File: config.mk
export PLATFORM = sky130hd
export DESIGN_NAME = pcm_tx_port
export DESIGN_NICKNAME = d
export VERILOG_FILES = /design/src/rtl/pcm_tx_pkg.sv /design/src/rtl/pcm_sync_bus.sv /design/src/rtl/pcm_bit_clock.sv /design/src/rtl/pcm_frame_tracker.sv /design/src/rtl/pcm_word_shifter.sv /design/src/rtl/pcm_tx_port.sv
export SDC_FILE = /design/constraint.sdc
export NUM_CORES = 1
export LEC_CHECK = 0
export ABC_CLOCK_PERIOD_IN_PS = 2200
export CAP_MARGIN = 20
export CORE_UTILIZATION = 49
export DETAILED_ROUTE_END_ITERATION = 6
export DONT_BUFFER_PORTS = 1
export MAX_ROUTING_LAYER = met4
export PLACE_DENSITY = 0.66
export SETUP_SLACK_MARGIN = 0.4
export SYNTH_ARGS = -nofsm -noshare
export SYNTH_HDL_FRONTEND = slang
export SYNTH_HIERARCHICAL = 1
export SYNTH_SLANG_ARGS = --single-unit
File: constraint.sdc
create_clock -name clk -period 2.2 [get_ports clk]
set_input_delay 0.11 -clock clk [delete_from_list [all_inputs] [get_ports clk]]
set_output_delay 0.11 -clock clk [all_outputs]
set_load 0.02 [all_outputs]
File: src/rtl/pcm_tx_pkg.sv
package pcm_tx_pkg;

   // Progress of sync-width measurement within a fixed-rate frame
   typedef enum logic [1:0] {
      WS_IDLE  = 2'd0,
      WS_FIRST = 2'd1,
      WS_DONE  = 2'd2
   } width_state_e;

   // Signaling is only honoured in fixed-rate, non-A-law operation
   function automatic logic sig_permitted(input logic var_mode, input logic alaw);
      return !var_mode && !alaw;
   endfunction

endpackage

File: src/rtl/pcm_sync_bus.sv
module pcm_sync_bus #(
   parameter int WIDTH  = 1,
   parameter int STAGES = 2
) (
   input  logic             clk,
   input  logic             rst_n,
   input  logic [WIDTH-1:0] d_in,
   output logic [WIDTH-1:0] d_out
);

   initial begin
      assert (STAGES >= 2) else $error("pcm_sync_bus: STAGES must be at least 2");
      assert (WIDTH >= 1) else $error("pcm_sync_bus: WIDTH must be positive");
   end

   logic [WIDTH-1:0] chain [STAGES];

   for (genvar g = 0; g < STAGES; g++) begin : g_stage
      if (g == 0) begin : g_first
         always_ff @(posedge clk or negedge rst_n) begin
            if (!rst_n) chain[g] <= '0;
            else        chain[g] <= d_in;
         end
      end else begin : g_next
         always_ff @(posedge clk or negedge rst_n) begin
            if (!rst_n) chain[g] <= '0;
            else        chain[g] <= chain[g-1];
         end
      end
   end

   assign d_out = chain[STAGES-1];

endmodule

File: src/rtl/pcm_bit_clock.sv
module pcm_bit_clock (
   input  logic clk,
   input  logic rst_n,
   input  logic mclk_s,
   input  logic dclk_s,
   input  logic var_mode,
   output logic bit_ev
);

   logic mclk_q;
   logic dclk_q;

   always_ff @(posedge clk or negedge rst_n) begin
      if (!rst_n) begin
         mclk_q <= 1'b0;
         dclk_q <= 1'b0;
      end else begin
         mclk_q <= mclk_s;
         dclk_q <= dclk_s;
      end
   end

   logic m_rise;
   logic d_rise;
   assign m_rise = mclk_s & ~mclk_q;
   assign d_rise = dclk_s & ~dclk_q;
   assign bit_ev = var_mode ? d_rise : m_rise;


   ev_single_cycle_chk: assert property (@(posedge clk) disable iff (!rst_n)
      (bit_ev && $stable(var_mode)) |=> !bit_ev);

endmodule

File: src/rtl/pcm_frame_tracker.sv
module pcm_frame_tracker
   import pcm_tx_pkg::*;
(
   input  logic clk,
   input  logic rst_n,
   input  logic bit_ev,
   input  logic fs_lvl,
   output logic frame_start,
   output logic sig_frame
);

   logic         fs_prev_q;
   width_state_e ws_q;
   logic         sig_q;

   assign frame_start = bit_ev & fs_lvl & ~fs_prev_q;
   assign sig_frame   = sig_q;

   always_ff @(posedge clk or negedge rst_n) begin
      if (!rst_n) begin
         fs_prev_q <= 1'b0;
         ws_q      <= WS_IDLE;
         sig_q     <= 1'b0;
      end else if (bit_ev) begin
         fs_prev_q <= fs_lvl;
         if (frame_start) begin
            ws_q  <= WS_FIRST;
            sig_q <= 1'b0;
         end else if (ws_q == WS_FIRST) begin
            ws_q  <= WS_DONE;
            sig_q <= fs_lvl;
         end
      end
   end


   sig_needs_wide_sync_chk: assert property (@(posedge clk) disable iff (!rst_n)
      $rose(sig_q) |-> ($past(fs_lvl) && $past(bit_ev)));


   start_clears_sig_chk: assert property (@(posedge clk) disable iff (!rst_n)
      frame_start |=> !sig_q);

endmodule

File: src/rtl/pcm_word_shifter.sv
module pcm_word_shifter #(
   parameter int WORD_W = 8
) (
   input  logic              clk,
   input  logic              rst_n,
   input  logic              bit_ev,
   input  logic              fs_lvl,
   input  logic              frame_start,
   input  logic              var_mode,
   input  logic              sig_use,
   input  logic              sig_bit,
   input  logic [WORD_W-1:0] sample_in,
   output logic              ser_data,
   output logic              ser_oe,
   output logic              ts_strobe
);

   localparam int CW = (WORD_W > 1) ? $clog2(WORD_W) : 1;
   localparam logic [CW-1:0] LAST_IDX = CW'(WORD_W - 1);

   initial begin
      assert (WORD_W >= 3) else $error("pcm_word_shifter: WORD_W must be at least 3");
   end

   function automatic logic pick(input logic [WORD_W-1:0] w, input int idx);
      if (idx >= 0 && idx < WORD_W) return w[WORD_W-1-idx];
      return 1'b0;
   endfunction

   logic              act_q;
   logic [CW-1:0]     cnt_q;
   logic [WORD_W-1:0] word_q;
   logic              dat_q;
   logic              oe_q;
   logic              stb_q;

   logic          last;
   logic [CW-1:0] inc;
   logic          nxt_bit;
   logic          begin_slot;

   always_comb begin
      last    = (cnt_q == LAST_IDX);
      inc     = cnt_q + CW'(1);
      nxt_bit = pick(word_q, int'(inc));
      if (!var_mode && sig_use && inc == LAST_IDX) nxt_bit = sig_bit;
      begin_slot = var_mode ? (fs_lvl && !act_q) : (frame_start && !act_q);
   end

   always_ff @(posedge clk or negedge rst_n) begin
      if (!rst_n) begin
         act_q  <= 1'b0;
         cnt_q  <= '0;
         word_q <= '0;
         dat_q  <= 1'b0;
         oe_q   <= 1'b0;
         stb_q  <= 1'b0;
      end else if (bit_ev) begin
         if (begin_slot) begin
            act_q  <= 1'b1;
            cnt_q  <= '0;
            word_q <= sample_in;
            dat_q  <= sample_in[WORD_W-1];
            oe_q   <= 1'b1;
            stb_q  <= 1'b1;
         end else if (act_q && var_mode && !fs_lvl) begin
            act_q <= 1'b0;
            dat_q <= 1'b0;
            oe_q  <= 1'b0;
            stb_q <= 1'b0;
         end else if (act_q && last && var_mode) begin
            cnt_q <= '0;
            dat_q <= word_q[WORD_W-1];
         end else if (act_q && last) begin
            act_q <= 1'b0;
            dat_q <= 1'b0;
            oe_q  <= 1'b0;
            stb_q <= 1'b0;
         end else if (act_q) begin
            cnt_q <= inc;
            dat_q <= nxt_bit;
         end
      end
   end

   assign ser_data  = dat_q;
   assign ser_oe    = oe_q;
   assign ts_strobe = stb_q;


   oe_rise_on_edge_chk: assert property (@(posedge clk) disable iff (!rst_n)
      $rose(oe_q) |-> $past(bit_ev));


   oe_fall_on_edge_chk: assert property (@(posedge clk) disable iff (!rst_n)
      $fell(oe_q) |-> $past(bit_ev));


   data_hold_chk: assert property (@(posedge clk) disable iff (!rst_n)
      !$past(bit_ev) |-> $stable(dat_q));


   idle_quiet_chk: assert property (@(posedge clk) disable iff (!rst_n)
      !oe_q |-> (!dat_q && !stb_q));


   word_frozen_chk: assert property (@(posedge clk) disable iff (!rst_n)
      ($past(act_q) && act_q && !$past(begin_slot)) |-> $stable(word_q));

endmodule

File: src/rtl/pcm_tx_port.sv
module pcm_tx_port
   import pcm_tx_pkg::*;
#(
   parameter int WORD_W      = 8,
   parameter int SYNC_STAGES = 2
) (
   input  logic              clk,
   input  logic              rst_n,
   input  logic              mclk,
   input  logic              dclk,
   input  logic              fsync,
   input  logic              var_mode,
   input  logic              alaw_sel,
   input  logic              sig_in,
   input  logic [WORD_W-1:0] sample_in,
   output logic              ser_data,
   output logic              ser_oe,
   output logic              ts_strobe
);

   localparam int NSYNC = 4;

   logic [NSYNC-1:0] raw_bus;
   logic [NSYNC-1:0] sync_bus;

   assign raw_bus = {sig_in, fsync, dclk, mclk};

   pcm_sync_bus #(.WIDTH(NSYNC), .STAGES(SYNC_STAGES)) u_sync (
      .clk   (clk),
      .rst_n (rst_n),
      .d_in  (raw_bus),
      .d_out (sync_bus)
   );

   logic mclk_s, dclk_s, fs_s, sig_s;
   assign mclk_s = sync_bus[0];
   assign dclk_s = sync_bus[1];
   assign fs_s   = sync_bus[2];
   assign sig_s  = sync_bus[3];

   logic bit_ev;

   pcm_bit_clock u_bclk (
      .clk      (clk),
      .rst_n    (rst_n),
      .mclk_s   (mclk_s),
      .dclk_s   (dclk_s),
      .var_mode (var_mode),
      .bit_ev   (bit_ev)
   );

   logic frame_start;
   logic sig_frame;

   pcm_frame_tracker u_track (
      .clk         (clk),
      .rst_n       (rst_n),
      .bit_ev      (bit_ev),
      .fs_lvl      (fs_s),
      .frame_start (frame_start),
      .sig_frame   (sig_frame)
   );

   logic sig_use;
   assign sig_use = sig_frame && sig_permitted(var_mode, alaw_sel);

   pcm_word_shifter #(.WORD_W(WORD_W)) u_shift (
      .clk         (clk),
      .rst_n       (rst_n),
      .bit_ev      (bit_ev),
      .fs_lvl      (fs_s),
      .frame_start (frame_start),
      .var_mode    (var_mode),
      .sig_use     (sig_use),
      .sig_bit     (sig_s),
      .sample_in   (sample_in),
      .ser_data    (ser_data),
      .ser_oe      (ser_oe),
      .ts_strobe   (ts_strobe)
   );


   strobe_tracks_oe_chk: assert property (@(posedge clk) disable iff (!rst_n)
      ser_oe == ts_strobe);


   alaw_no_sig_chk: assert property (@(posedge clk) disable iff (!rst_n)
      (alaw_sel || var_mode) |-> !sig_use);

endmodule

==> results by group <==
Status
  – Status: complete, no violations

Logic synthesis
  – Post-synth top area share: 53.5%
  – Synthesized cell area: 1260 um2
  – Cells after synthesis: 98
  – Number of synthesized flops with an enable pin: 0
  – Asr flop ratio synth: 100%
  – Mapped Avg Cell Area: 12.9 um2
  – Synth warn: 6
  – Yosys reg bits: 27
  – Seq/Total Area, Yosys: 53.5%
  – Syn Nets: 117
  – Netlist cell types: 36
  – Post-synth top area cell: dfrtp_1
  – Synth area leaders: dfrtp_1 54%, mux2_2 8.0%, buf_4 3.0%
  – Synth Flop Type: dfrtp_1

Clock tree
  – CTS Sinks: 27
  – Clock transition at path regs: 0.14 ns
  – CTS tree: done
  – H-tree lvl count: 1
  – Clock root buffer: clkbuf_4
  – Total CTS buffers: 3
  – Clock tree buffer depth: 2
  – Clk Latency, worst-skew pair: 0.32 ns

Floorplan
  – Ports: 19
  – Die W: 52.8 um
  – Num rows: 18
  – Initial core utilization: 51.4%
  – Core ar.: 2450 um2
  – Die H: 52.8 um
  – Die ar.: 2780 um2

Power and ir drop
  – Logic pwr share: 37.2%
  – Clk network pwr share: 13.9%
  – VDD IR max: 683 uV
  – Leakage power: 0.685 nW
  – Switching share of power: 31.4%
  – NetSw: 478 uW
  – Internal Power: 1.04 mW
  – PwrDens: 959 nW/um2
  – Seq pwr share: 48.9%

Finish
  – Leading cell type in the layout, fill and taps excluded: dfrtp_1
  – Ratio of cells with drive above 1 in the final layout: 29.7%
  – N_diodes: 0
  – Nets: 138
  – Final Core Density: 64.7%
  – Commonest non-fill, non-tap cells in the layout: 27 x dfrtp_1, 14 x dlygate4sd3_1, 8 x mux2_4
  – Area grow syn2layout: 25.8%
  – Filler Cells Inserted: 185

Worst setup path
  – CP arrival: 2.16 ns
  – Critical path cell sequence: ha_2, ha_4, mux4_2, a2111oi_4, a211oi_1
  – Setup crit end kind: flop
  – Setup crit start: u_shift/cnt_q[0]$_DFFE_PN0P_
  – CP delay by family, top: multiplexers
  – Slowest stage delay, CP: 0.53 ns
  – Startpoint Class: flop
  – Slowest-stage cell, CP: mux4_2
  – RR Startpoint: u_shift/cnt_q[0]$_DFFE_PN0P_
  – CP Max Fanout: 4
  – Buf/Inv on CP: 0
  – Critical path type: reg2reg
  – Worst EP required: 2.42 ns

Routing
  – Drt pass-1 iters: 4
  – DRC: 0
  – Via Count: 790
  – Drt initial violations: 14
  – Post-Route WL: 2060 um
  – Post-DR wirelength/cell: 13.9 um
  – Routed Antenna Nets: 0
  – Vias per inst: 5.34

GRT
  – Largest net degree at the start of global routing: 28
  – Overall routing resource usage: 19.0%
  – Vias in the first global route: 830
  – First-pass GRT wire length: 3640 um
  – Initial antenna violation count: 0
  – GRT Residual Overflow: 0

Min path
  – Hold crit path type: in2reg
  – Worst min-delay path startpoint: var_mode

Timing
  – # setup viols final: 0
  – Max Clk Rate: 515 MHz
  – Worst Max-Slew Pin Slew: 0.347 ns
  – Worst hold slack: 0.0510 ns
  – Tcrit/Tclk final: 88.2%
  – Slew headroom: 76.7%
  – RSZ-0062 raised after global routing: yes
  – Final hold vios: 0
  – Max-slew violation count: 0
  – Clock skew: 0.00334 ns
  – Period minus WS final: 1.94 ns
  – Final setup TNS: 0 ns

Placement
  – GP Congestion: 0.713
  – Port bufs: 0
  – HPWL after DPL: 1330 um

Flow run
  – MaxCap Viol Count: 0
[power by group through the flow]
stage                     Sequential, mW  Combinational (mW)  Clock, mW
final                              0.744               0.566      0.212
after global routing               0.767               0.626      0.237
after CTS                          0.744               0.558      0.223
after detailed placement           0.757               0.430          0
after global placement             0.752               0.420          0
after floorplan                    0.725               0.381          0
[synth_stat cells, drive strengths merged (3+ instances only)]
library cell,number
a21oi,4
buf,7
dfrtp,27
ha,3
inv,4
mux2,9
mux2i,4
nand2,6
nand2b,3
nor3b,3
o21ai,5
[area by class of cell]
class | instances | area (um2) | share of cell area (%)
clock buffers | 3 | 22.5 | 1.42
clock inverters | 1 | 7.51 | 0.473
inverters | 4 | 15.0 | 0.946
multi-input cells | 59 | 591 | 37.2
flip-flops and latches | 27 | 676 | 42.6
well taps | 30 | 37.5 | 2.36
repair buffers | 24 | 239 | 15.1
[final timing paths]
check	to	slack (ns)	cells after the start
max in group asynchronous	u_shift/word_q[4]$_DFFE_PN0P_	1.86	2
min in group asynchronous	u_track/sig_frame$_DFFE_PN0P_	0.19	2
hold / removal	u_shift/ser_oe$_DFFE_PN0P_	0.05	3
hold reg to reg	u_sync/d_out[0]$_DFF_PN0_	0.37	0
setup / recovery	u_shift/ser_data$_DFFE_PN0P_	0.26	5
setup reg to reg	u_shift/ser_data$_DFFE_PN0P_	0.26	5
[sequential cells by signal, summed over array words and instances, names as in the netlist]
signal and count:
u_shift/word_q 8, u_sync/chain 4, u_sync/d_out 4, u_shift/cnt_q 3, u_track/ws_q 2, u_bclk/dclk_q 1, u_bclk/mclk_q 1, u_shift/ser_data 1
u_shift/ser_oe 1, u_track/fs_prev_q 1, u_track/sig_frame 1
[per-layer routing]
metal	vias to the layer above	track usage, %	share of wire [%]
met5	-	-	0
met2	14	29.3	50
met4	0	7.02	1.3
met3	4	4.35	3.8
met1	384	24.5	45
li1	388	-	-
[cell families (layout without fill, tap and decap cells)]
kind of cell	count (synthesis)	in the layout	synth area share (%)
fa+ha+maj	3	3	2.97
mux	14	14	14.0
simple gates	24	24	12.9
compound gates	18	18	10.9
flops	27	27	53.5
buf+inv	12	32	5.75
[worst min-delay path, cell delays in order]
cell     delay [ns]
o21a_1         0.10
nor2_1         0.03
a21oi_1        0.10
[stage by stage]
stage,power (mW),setup slack [ns],area [um2],std cells
2_1_floorplan,1.11,0.102,1290,98
3_3_place_gp,1.17,0.233,1290,123
3_5_place_dp,1.19,0.229,1290,123
4_1_cts,1.52,0.256,1570,147
5_1_grt,1.63,0.165,1590,148
6_report,1.52,0.259,1590,148
[repair_timing]
| item | 4_1_cts | 5_1_grt |
|---|---|---|
| endpoints found under the hold margin | 40 | 0 |
| resized for setup | 11 | 4 |
| pin swaps | 4 | 2 |
| hold buffers | 15 | 0 |
| setup endpoints to repair | 9 | 12 |
| gates cloned | 0 | 0 |
| buffers inserted | 5 | 1 |
No activity file was read; power rests on OpenSTA's default activity.
